===== config.mk =====
export PLATFORM = sky130hd
export DESIGN_NAME = paged_bank_ctrl
export DESIGN_NICKNAME = d
export VERILOG_FILES = /design/src/rtl/paged_bank_ctrl.sv
export SDC_FILE = /design/constraint.sdc
export NUM_CORES = 1
export LEC_CHECK = 0
export CAP_MARGIN = 25
export CORE_UTILIZATION = 37
export CTS_CLUSTER_SIZE = 10
export DETAILED_ROUTE_END_ITERATION = 16
export GPL_TIMING_DRIVEN = 0
export PLACE_DENSITY = 0.92
export SETUP_SLACK_MARGIN = 0.5
export SLEW_MARGIN = 0
export SYNTH_ARGS = -nofsm -noshare
export SYNTH_HDL_FRONTEND = slang
export SYNTH_SLANG_ARGS = --single-unit

===== constraint.sdc =====
create_clock -name clk -period 1.84 [get_ports clk]
set_input_delay 0.184 -clock clk [delete_from_list [all_inputs] [get_ports clk]]
set_output_delay 0.184 -clock clk [all_outputs]
set_load 0.05 [all_outputs]

===== src/rtl/paged_bank_ctrl.sv =====
module paged_bank_ctrl #(
  parameter logic [15:0] ROM_STROBE_ADDR = 16'h8000,
  parameter logic [7:0]  LO_PAGE_PORT    = 8'h1D,
  parameter logic [7:0]  AUX_PAGE_PORT   = 8'h1E,
  parameter int          PHYS_W          = 18
) (
  input  logic              clk,
  input  logic              rst_n,
  input  logic [15:0]       cpu_addr,
  input  logic [7:0]        cpu_wdata,
  input  logic              mem_wr,
  input  logic              io_wr,
  input  logic [7:0]        io_port,
  output logic [PHYS_W-1:0] phys_addr,
  output logic              rom_sel,
  output logic              fix_ram_sel,
  output logic              page_ram_sel,
  output logic              bank_err
);

  localparam int ROM_OFS_W  = 15;
  localparam int PAGE_OFS_W = 13;

  logic [2:0] rom_bank;
  logic [1:0] lo_sel;
  logic [1:0] hi_mode;
  logic       aux_b3, aux_b2;
  logic       err_q;

  logic       rom_hit, lo_hit, aux_hit;
  logic       code_ok;
  logic [2:0] code_bank;
  logic [3:0] lo_page, hi_page, page;

  assign rom_hit = mem_wr && (cpu_addr == ROM_STROBE_ADDR);
  assign lo_hit  = io_wr && (io_port == LO_PAGE_PORT);
  assign aux_hit = io_wr && (io_port == AUX_PAGE_PORT);

  always_comb begin
    code_ok   = 1'b1;
    code_bank = rom_bank;
    case (cpu_wdata & 8'h19)
      8'h00:   code_bank = 3'd0;
      8'h08:   code_bank = 3'd1;
      8'h10:   code_bank = 3'd2;
      8'h18:   code_bank = 3'd3;
      8'h01:   code_bank = 3'd4;
      8'h11:   code_bank = 3'd5;
      default: code_ok   = 1'b0;
    endcase
  end

  always_ff @(posedge clk) begin
    if (!rst_n) begin
      rom_bank <= 3'd0;
      lo_sel   <= 2'd0;
      hi_mode  <= 2'd0;
      aux_b3   <= 1'b0;
      aux_b2   <= 1'b0;
      err_q    <= 1'b0;
    end else begin
      if (rom_hit) begin
        if (code_ok) rom_bank <= code_bank;
        else         err_q    <= 1'b1;
      end
      if (lo_hit) begin
        lo_sel  <= cpu_wdata[3:2];
        hi_mode <= cpu_wdata[7:6];
      end
      if (aux_hit) begin
        aux_b3 <= cpu_wdata[3];
        aux_b2 <= cpu_wdata[2];
      end
    end
  end

  assign bank_err = err_q;

  assign lo_page = {2'b00, lo_sel};

  always_comb begin
    case (hi_mode)
      2'b00:   hi_page = 4'd1;
      2'b01:   hi_page = {3'b010, aux_b3};
      2'b10:   hi_page = {3'b011, aux_b2};
      default: hi_page = 4'd8;
    endcase
  end

  assign page = cpu_addr[13] ? hi_page : lo_page;

  assign rom_sel      = ~cpu_addr[15];
  assign fix_ram_sel  = (cpu_addr[15:13] == 3'b101);
  assign page_ram_sel = (cpu_addr[15:14] == 2'b11);

  always_comb begin
    phys_addr = '0;
    if (rom_sel)
      phys_addr = PHYS_W'({rom_bank, cpu_addr[ROM_OFS_W-1:0]});
    else if (fix_ram_sel)
      phys_addr = PHYS_W'(cpu_addr[PAGE_OFS_W-1:0]);
    else if (page_ram_sel)
      phys_addr = PHYS_W'({page, cpu_addr[PAGE_OFS_W-1:0]});
  end


  err_sticky_chk: assert property (@(posedge clk) disable iff (!rst_n)
    bank_err |=> bank_err);


  bad_code_hold_chk: assert property (@(posedge clk) disable iff (!rst_n)
    (rom_hit && !code_ok) |=> ($stable(rom_bank) && bank_err));


  bank_range_chk: assert property (@(posedge clk) disable iff (!rst_n)
    rom_bank < 3'd6);


  sel_onehot_chk: assert property (@(posedge clk) disable iff (!rst_n)
    $onehot0({rom_sel, fix_ram_sel, page_ram_sel}));


  hi_page_chk: assert property (@(posedge clk) disable iff (!rst_n)
    (page_ram_sel && cpu_addr[13]) |->
      (phys_addr[16:13] inside {4'd1, 4'd4, 4'd5, 4'd6, 4'd7, 4'd8}));


  page_hold_chk: assert property (@(posedge clk) disable iff (!rst_n)
    !io_wr |=> $stable({lo_sel, hi_mode, aux_b3, aux_b2}));

endmodule


* Yosys cells after proc, flatten, opt, wreduce, memory -nomap -nowiden
Index checks and enable logic that the tools add are counted. Widths: inputs -> output; s select.
Word-level totals: output and inout port bits 22, bits in registers 10, bits of input ports 36, word-level logic and storage cells 36
Operators by class: reduce and logical (&&, ||, !) cells 9, equality and inequality tests 12, bitwise gates (word level) 2, muxes and demuxes 7
Operator list (count):
- $mux 17 | 2
- $mux 18 | 1
- $pmux 3 s6 | 1
- $eq 16x16->1 const B | 1
- $eq 8x5->1 const B | 2
- $eq 3x3->1 const B | 4
- $pmux 4 s3 | 1
- $logic_not 8->1 | 1
- $reduce_bool 6->1 | 1
- $reduce_or 6->1 | 1
- $eq 2x2->1 const B | 2
- $mux 4 | 1
- $eq 3x1->1 const B | 1
- $eq 3x2->1 const B | 1
- $logic_and 1x1->1 | 3
- $reduce_and 3->1 | 1
- $eq 2x1->1 const B | 1
- $logic_not 2->1 | 1
- $not 1->1 | 2
- $reduce_and 2->1 | 1
- $mux 1 | 1

* Logic depth before layout (Yosys ltp)
Gate-level depths: netlist (run 1).
depth in word-level cells 6, depth in mapped cells 5, depth with buffers taken out 5

* Least setup slack after synthesis (run 1)
Ideal clock, no wire load.
kind input port to output port, from input cpu_addr[15], to output fix_ram_sel, required time 1656 ps, cell stages on the path 3, path buffers 1, slack -110 ps, arrival 1766 ps, cell sequence buf_4 > inv_1 > nor3b_1
On the way: longest elaborated chain between the ends 1
Ends and longest elaborated chain:
- from (decl) | RTL line 9 | input logic [15:0] cpu_addr,
- $eq 3x3->1 | RTL line 93 | assign fix_ram_sel = (cpu_addr[15:13] == 3'b101);
- to (decl) | RTL line 16 | output logic fix_ram_sel,
No other way between the ends.

* Worst setup path after layout (run 1)
from register hi_mode[1], to output phys_addr[13]
On the way: longest elaborated chain between the ends 6, elaborated cells between the ends (all ways) 8, those cells by class eq/ne: 2; mux: 5; reduce/logical: 1
Ends and longest elaborated chain:
- from (decl) | RTL line 26 | logic [1:0] hi_mode;
- from (signal assigned) | RTL line 68 | hi_mode <= cpu_wdata[7:6];
- $eq 2x2->1, or another cell as far along | RTL line 82 | case (hi_mode)
- $pmux 4 s3 (*) | RTL line 82
- $mux 4 (*) | RTL line 90 | assign page = cpu_addr[13] ? hi_page : lo_page;
- $mux 17 (*) | RTL line 102 | else if (page_ram_sel)
- $mux 17 (*) | RTL line 100 | else if (fix_ram_sel)
- $mux 18 (*) | RTL line 98 | if (rom_sel)
- to (decl) | RTL line 14 | output logic [PHYS_W-1:0] phys_addr,
Mark *: on every way between the ends. The rest lies on a longest branch, timed or not.

==> flow_summary.json, run 1 <==
{
  "status": "finished, final reports clean",
  "yosysTopAreaCellShare_pct": 24.7,
  "core_area_mm2": 0.00202,
  "synth_async_sr_flop_share_pct": 0,
  "first_global_vias": 974,
  "drv_slew": 0,
  "multi_input_area_um2": 641,
  "fin_hold_ws_ns": 0.368,
  "rows": 16,
  "worstSetupStartpointType": "register",
  "clock_sinks": 10,
  "setup_slack_ns": 0.0418,
  "p_leak_nw": 0.671,
  "synthToLayoutAreaGrowth_pct": 90.1,
  "synth_cells": 94,
  "portBuffers": 53,
  "hold_start": "io_port[0]",
  "ioPinCount": 58,
  "worst_setup_path_end_kind": "output port",
  "die_area_mm2": 0.00239,
  "min_to": "aux_b2",
  "viasPerCell": 5.29,
  "synth-seq-cells": 10,
  "syn-num-nets": 135,
  "path_cells": "inv_4 -> ha_4 -> a22oi_2 -> nand3b_1 -> a32o_2 -> buf_8",
  "setup_violations": 0,
  "grt_util_all_layers_pct": 26.9,
  "yosys_warnings": 0,
  "initial_utilization_pct": 40.2,
  "synth.distinct_cells": 35,
  "first_pass_iters": 5,
  "synth.largest_area_cell": "dfxtp_1",
  "pre_cts_slack_ns": -0.571,
  "peakVddDrop_v": 0.000447,
  "ant_nets": 0,
  "power_density_mw_per_mm2": 457,
  "syn_area_um2": 812,
  "hpwl_mm": 1.97,
  "grt_pass1_wl_mm": 4.81,
  "hold_path_class": "input pin to register",
  "clk_pin_slew_ns": 0.08,
  "cts-root-buf": "clkbuf_4",
  "final_common_cell": "buf_4",
  "slowest_delay_ns": 0.39,
  "period_share_pct": 97.7,
  "cts.path.max_buffers": 2,
  "final_util_pct": 76.4,
  "final_cell_mix": "21 x buf_4, 16 x clkdlybuf4s50_1, 11 x nor2b_1",
  "globalplace.congestion": 0.790,
  "tightest_slew_ns": 0.479,
  "die_x_um": 48.8,
  "rsz0062_at_grt": "true",
  "r2r_start": "hi_mode[1]",
  "crit_type": "register to output port",
  "die_h_um": 48.8,
  "fill_cells": 124,
  "synth-edff-count": 0,
  "antenna_found_initial": 0,
  "r2r_setup_slack_ns": 1.03,
  "final_cell_area_mm2": 0.00154,
  "worstRegToRegCells": 3,
  "first_iter_violations": 24,
  "crit_arrival_ns": 1.61,
  "h-tree-depth": 1,
  "hold_buffers": 0,
  "regArea_um2": 208,
  "dpl-instance-area_mm2": 0.00139,
  "cts_tree": "done",
  "grt_max_degree": 11,
  "avgSynthCellArea_um2": 8.64,
  "vias": 984,
  "fmax_ghz": 0.556,
  "ys.flop_type": "dfxtp_1",
  "diodes": 0,
  "yosys-top-cells-area": "dfxtp_1 25%, mux2i_1 9.9%, nor2b_1 8.5%",
  "wl_per_cell_um": 17.0,
  "fin_skew_ns": 0,
  "worstSkewPairLatency_ns": 0.28,
  "overflow": 0,
  "finalHoldViolCount": 0,
  "wl_mm": 3.17,
  "maxCapViolCount": 0,
  "rr_endpoint": "hi_mode[1]",
  "hold_path_depth": 4,
  "yosysSeqAreaShare_pct": 24.7,
  "required_ns": 1.66,
  "drc": 0,
  "slew_headroom_pct": 68.2,
  "fin_crit_ns": 1.80,
  "cts_made_buffers": 3,
  "crit_fanout": 4,
  "slowest_stage": "dfxtp_4",
  "drive_gt1_share_pct": 34.6,
  "final_nets": 201
}
==> what timing repair did <==
item / in CTS / in global routing
setup buffers: 6 / 1
setup endpoints to repair: 32 / 29
gates resized for setup: 129 / 42
cloned: 1 / 0
pin swaps: 12 / 10
==> per-stage QoR <==
stage	instances	setup TNS [ns]	total power, mW
after detailed placement	174	-7.32	0.491
after global routing	186	-0.00541	0.733
final	186	0	0.706
after global placement	174	-7.06	0.486
after floorplan	94	0	0.361
after CTS	185	0	0.685
==> state kept, by name, summed over array words and instances (netlist names) <==
name and flops:
rom_bank 3, hi_mode 2, lo_sel 2, aux_b2 1
aux_b3 1, bank_err 1
==> per-layer routing <==
layer  GRT usage, %  share of wire, %  vias to the layer above
met5              0                 0                        -
met4           13.2               3.1                        0
met3           6.54               5.1                       11
met2           48.8                51                       49
met1           28.8                41                      460
li1               -                 -                      464
==> critical path, delay by kind of cell (launching register included) <==
| family | cells | cell delay (ns) |
|---|---|---|
| flip-flops | 1 | 0.39 |
| buffers and inverters | 2 | 0.20 |
| AND/OR/NAND/NOR | 1 | 0.13 |
| adder cells (fa/ha/maj) | 1 | 0.15 |
| AO/OA/AOI/OAI | 2 | 0.45 |
==> how the worst max path moves through the flow <==
| stage | slack (ns) | to | cells past startpoint | startpoint |
|---|---|---|---|---|
| 2_1_floorplan | 0.27 | phys_addr[0] | 4 | cpu_addr[15] |
| 3_3_place_gp | -0.53 | phys_addr[8] | 5 | cpu_addr[14] |
| 3_5_place_dp | -0.57 | phys_addr[2] | 5 | cpu_addr[14] |
| 4_1_cts | 0.10 | phys_addr[13] | 6 | hi_mode[0] |
| 5_1_grt | -0.005 | phys_addr[13] | 6 | hi_mode[0] |
| 6_report | 0.04 | phys_addr[13] | 6 | hi_mode[1] |
==> layout make-up <==
| type | instances | share of cell area, % |
|---|---|---|
| tap | 27 | 2.19 |
| timing repair buffer | 61 | 36.4 |
| multi-input combinational | 73 | 41.5 |
| buffer | 3 | 1.86 |
| sequential | 10 | 13.5 |
| inverter | 8 | 2.27 |
| clock buffer | 4 | 2.35 |
==> cell usage after synthesis (2+ instances only) <==
cell type  number
inv_1           7
and2b_1         3
and3_1          2
nand4b_1        2
a21oi_1         2
o21ai_0         3
and2_1          2
mux2i_1         8
nand4_1         2
nand2_1         2
ha_1            5
nand3b_1        2
nand3_1         3
buf_4           2
nor2_1         10
dfxtp_1        10
nor2b_1        11
==> power breakdown <==
part / switching [mW] / leakage, nW / internal [mW]
sequential: 0.000200 / 0.0821 / 0.213
clock: 0.0962 / 0.0210 / 0.121
combinational: 0.158 / 0.568 / 0.117
==> logic make-up (layout without fill, tap and decap cells) <==
family | after synthesis | count (layout) | synth area share (%)
simple gates | 47 | 47 | 40.8
compound gates | 13 | 13 | 10.9
buf+inv | 11 | 76 | 6.01
flops | 10 | 10 | 24.7
mux | 8 | 8 | 9.86
fa+ha+maj | 5 | 5 | 7.70
No activity file was read; power rests on OpenSTA's default activity.
==> run 2, diff against run 1 <==
--- a/config.mk
+++ b/config.mk
@@ -8,2 +8,3 @@
 export CAP_MARGIN = 25
+export CORE_MARGIN = 4
 export CORE_UTILIZATION = 37
--- a/constraint.sdc
+++ b/constraint.sdc
@@ -3,2 +3,2 @@
 set_output_delay 0.184 -clock clk [all_outputs]
-set_load 0.05 [all_outputs]
+set_load 0.005 [all_outputs]
==> run 2 against run 1 <==
- combinational power down 28%
- flip-flop and latch count unchanged
- hold slack better by 0.062 ns
- die area up 26%
- non-clock buffer count up 4
- via count up 8.5%
- global-route usage down 4.8 points
- clock skew unchanged
- count of clock-buffer cells in the layout unchanged
- largest power group is now sequential cells
- highest routed layer unchanged
==> flow_summary.json, run 2 (synthesized netlist as in run 1, its figures left out) <==
{
  "status": "finished, final reports clean",
  "fin_hold_ws_ns": 0.430,
  "power_frac_clock_pct": 33.1,
  "first_iter_violations": 25,
  "clk_pin_slew_ns": 0.07,
  "p_total_uw": 616,
  "core_area_mm2": 0.00202,
  "p_switching_uw": 165,
  "worst_setup_path_end_kind": "output port",
  "wl_per_cell_um": 20.5,
  "final_cell_mix": "20 x clkdlybuf4s50_1, 19 x dlygate4sd2_1, 12 x buf_4",
  "final_util_pct": 78.5,
  "drv_slew": 0,
  "rr_endpoint": "hi_mode[1]",
  "vias": 1068,
  "clock_sinks": 10,
  "rows": 16,
  "grt_pass1_wl_mm": 4.71,
  "maxCapViolCount": 0,
  "p_leak_nw": 0.703,
  "r2r_start": "hi_mode[1]",
  "hold_start": "io_port[0]",
  "die_x_um": 54.8,
  "rsz0062_at_grt": "true",
  "hold_path_class": "input pin to register",
  "overflow": 0,
  "diodes": 0,
  "viasPerCell": 5.62,
  "crit_type": "register to output port",
  "cts-root-buf": "clkbuf_4",
  "fin_skew_ns": 0,
  "cts_tree": "done",
  "grt_max_degree": 11,
  "antenna_found_initial": 0,
  "initial_utilization_pct": 40.2,
  "min_to": "aux_b2",
  "first_global_vias": 1045,
  "drc": 0,
  "globalplace.congestion": 0.798,
  "final_common_cell": "clkdlybuf4s50_1",
  "finalHoldViolCount": 0,
  "required_ns": 1.66,
  "swShare_pct": 26.9,
  "slew_headroom_pct": 80.6,
  "hpwl_mm": 2.10,
  "wl_mm": 3.89,
  "die_area_mm2": 0.00301,
  "cp-startpoint": "hi_mode[1]",
  "worstSkewPairLatency_ns": 0.27,
  "pwr-share-seq_pct": 34.7,
  "crit_fanout": 3,
  "worstSetupStartpointType": "register",
  "peakVddDrop_v": 0.000374,
  "fmax_ghz": 0.584,
  "pre_cts_slack_ns": -0.336,
  "power_density_mw_per_mm2": 388,
  "ant_nets": 0,
  "fin_crit_ns": 1.71,
  "hold_path_depth": 4,
  "setup_violations": 0,
  "drive_gt1_share_pct": 29.4,
  "grt_util_all_layers_pct": 22.2,
  "cts_made_buffers": 3,
  "r2r_setup_slack_ns": 0.96,
  "final_nets": 205,
  "tightest_slew_ns": 0.290,
  "setup_slack_ns": 0.127,
  "ioPinCount": 58,
  "reg_top3": "rom_bank: 3 flops, hi_mode: 2 flops, lo_sel: 2 flops",
  "first_pass_iters": 4,
  "synthToLayoutAreaGrowth_pct": 95.4,
  "combPwrFrac_pct": 32.2,
  "die_h_um": 54.8,
  "p_int_uw": 450,
  "hold_buffers": 0,
  "h-tree-depth": 1,
  "largest-register": "rom_bank",
  "crit_arrival_ns": 1.53,
  "period_share_pct": 93.1,
  "worstRegToRegCells": 3,
  "portBuffers": 53,
  "largest_reg_flops": 3,
  "cts.path.max_buffers": 2
}
[run 2: worst max-delay path, cell delays in order, from the launching register on]
cell and delay, ns:
dfxtp_4 0.36, buf_6 0.13, ha_4 0.15, a22oi_2 0.14, nand3b_1 0.10, a32o_1 0.26
buf_2 0.13
[run 2: metal layers]
layer	GRT usage [%]	vias to the layer above	share of wire, %
met1	23.7	510	37
met4	15.8	0	6.3
met2	38.8	66	50
met5	0	-	0
met3	3.81	25	6.8
li1	-	467	-
[run 2: worst max path at each step]
stage,to,slack (ns),cells past startpoint
after floorplan,phys_addr[13],0.56,5
after global placement,phys_addr[4],-0.26,5
after detailed placement,phys_addr[6],-0.34,5
after CTS,phys_addr[13],0.19,6
after global routing,phys_addr[13],0.08,6
final,phys_addr[13],0.13,6
[run 2: through the flow]
step,setup TNS [ns],area (um2),instances
final,0,1590,190
after global routing,0,1590,190
after CTS,0,1520,188
after detailed placement,-3.24,1380,174
after global placement,-2.54,1380,174
after floorplan,0,812,94
[run 2: repair_timing]
item,4_1_cts,5_1_grt
pin swaps,12,8
setup buffers,9,2
endpoints found under the setup margin,30,21
gates resized for setup,67,24
cloned,1,0
[run 2: cell type report]
type	count	area, um2
clock buffers	4	36.3
well taps	27	33.8
flip-flops and latches	10	208
fillers	121	435
inverters	8	30.0
repair buffers	65	584
plain buffers	3	32.5
multi-input cells	73	662
[run 2: power groups by stage]
stage	Sequential, mW	Clock [mW]	Combinational [mW]
floorplan	0.222	0	0.0524
global route	0.214	0.220	0.209
global placement	0.222	0	0.178
detailed placement	0.222	0	0.183
CTS	0.215	0.201	0.176
finish	0.214	0.204	0.198
==> run 3, diff against run 2 <==
- CORE_MARGIN: 4 -> unset
- CTS_CLUSTER_DIAMETER: unset -> 150
- SLEW_MARGIN: 0 -> 20
==> run 3 against run 2 <==
- sequential power is essentially flat
- worst setup slack gained 0.020 ns
- total power shrank 2.5%
- cell count grew 0.53%
- flip-flop and latch count is the same
- hold slack gained 0.021 ns
- critical path depth is the same
- largest power group unchanged
- non-clock buffer count grew 1
- die area shrank 21%
- count of clock-buffer cells in the layout is the same
- sequential share of layout area shrank 0.18 points
==> flow_summary.json, run 3 (synthesized netlist as in run 1, its figures left out) <==
{
  "rsz0062_at_grt": "true",
  "cts_made_buffers": 3,
  "cts-root-buf": "clkbuf_4",
  "vias": 1012,
  "drive_gt1_share_pct": 30.5,
  "p_total_uw": 600,
  "crit_fanout": 4,
  "grt_util_all_layers_pct": 22.8,
  "slowest_stage": "dfxtp_4",
  "antenna_found_initial": 0,
  "grt_max_degree": 11,
  "worst_setup_path_end_kind": "output port",
  "tightest_slew_ns": 0.312,
  "setup_violations": 0,
  "required_ns": 1.66,
  "clock_sinks": 10,
  "synthToLayoutAreaGrowth_pct": 98.2,
  "p_leak_nw": 0.711,
  "setup_tns_ns": 0,
  "drv_slew": 0,
  "worstSkewPairLatency_ns": 0.26,
  "status": "finished, final reports clean",
  "peakVddDrop_v": 0.000353,
  "final_common_cell": "clkdlybuf4s50_1",
  "grt_pass1_wl_mm": 4.26,
  "largest_reg_flops": 3,
  "fill_cells": 113,
  "cts.path.max_buffers": 2,
  "hold_path_class": "register to register",
  "first_pass_iters": 4,
  "largest-register": "rom_bank",
  "first_iter_violations": 23,
  "finalHoldViolCount": 0,
  "reg_top3": "rom_bank: 3 flops, hi_mode: 2 flops, lo_sel: 2 flops",
  "power_density_mw_per_mm2": 373,
  "h-tree-depth": 1,
  "globalplace.congestion": 0.736,
  "period_share_pct": 92.0,
  "crit_arrival_ns": 1.51,
  "viasPerCell": 5.30,
  "slew_headroom_pct": 78.6,
  "wl_mm": 3.22,
  "portBuffers": 53,
  "diodes": 0,
  "fin_skew_ns": 0,
  "ioPinCount": 58,
  "die_x_um": 48.8,
  "worstSetupStartpointType": "register",
  "wl_per_cell_um": 16.8,
  "crit_type": "register to output port",
  "path_cells": "inv_4 -> buf_6 -> ha_4 -> mux2i_1 -> a21boi_1 -> buf_2",
  "initial_utilization_pct": 40.2,
  "final_nets": 206,
  "final_util_pct": 79.6,
  "slowest_delay_ns": 0.40,
  "hpwl_mm": 1.74,
  "final_cell_mix": "23 x clkdlybuf4s50_1, 12 x dlygate4sd2_1, 10 x nor2b_1, 10 x nor2_1, 10 x buf_4",
  "clk_pin_slew_ns": 0.07,
  "drc": 0,
  "first_global_vias": 941,
  "ant_nets": 0,
  "fmax_ghz": 0.591,
  "fin_crit_ns": 1.69,
  "die_h_um": 48.8,
  "die_area_mm2": 0.00239,
  "core_area_mm2": 0.00202,
  "rows": 16,
  "cts_tree": "done",
  "maxCapViolCount": 0,
  "overflow": 0
}
==> run 3: worst max-delay path: cells and delay by family (launching register included) <==
family | cells | cell delay, ns
flip-flops | 1 | 0.40
buffers and inverters | 3 | 0.31
multiplexers | 1 | 0.27
adder cells (fa/ha/maj) | 1 | 0.15
AO/OA/AOI/OAI | 1 | 0.13
==> run 3: area by class of cell <==
type,instances,area (um2),share of cell area [%]
Multi-Input combinational cell,73,664,41.3
Timing Repair Buffer,66,596,37.0
Sequential cell,10,208,12.9
Clock buffer,4,36.3,2.26
Buffer,3,36.3,2.26
Inverter,8,35.0,2.18
Tap cell,27,33.8,2.10
==> run 3: report_power, final <==
part           internal [mW]  switching [mW]  total, mW
clock                  0.120          0.0725      0.193
combinational          0.118          0.0756      0.194
sequential             0.214        0.000203      0.214
total                  0.452           0.148      0.600
==> run 3: what timing repair did <==
| action | in CTS | in global routing |
|---|---|---|
| cloned | 1 | 0 |
| pin swaps | 10 | 11 |
| resized for setup | 64 | 34 |
| setup endpoints to repair | 30 | 25 |
| hold buffers | 0 | 0 |
| buffers inserted | 9 | 3 |
==> run 3: final timing paths <==
path                            cells after the start  slack, ns            end  startpoint
worst max register to register                      2       1.13     hi_mode[0]  hi_mode[0]
worst min-delay path                                2       0.45       bank_err    bank_err
worst min register to register                      2       0.45       bank_err    bank_err
worst max-delay path                                6       0.15  phys_addr[14]  hi_mode[0]
==> run 3: stage by stage <==
| stage | hold WS [ns] | instances | area [um2] | setup slack [ns] |
|---|---|---|---|---|
| after floorplan | 0.331 | 94 | 812 | 0.557 |
| after global placement | 0.445 | 174 | 1380 | -0.252 |
| after detailed placement | 0.440 | 174 | 1380 | -0.317 |
| after CTS | 0.456 | 188 | 1540 | 0.193 |
| after global routing | 0.479 | 191 | 1610 | 0.134 |
| final | 0.451 | 191 | 1610 | 0.147 |
==> run 3: layer usage <==
metal,GRT usage [%],vias up,part of all wire [%]
met3,2.80,12,7.0
li1,-,474,-
met1,28.2,466,40
met4,10.3,0,4.0
met5,0,-,0
met2,39.1,60,49
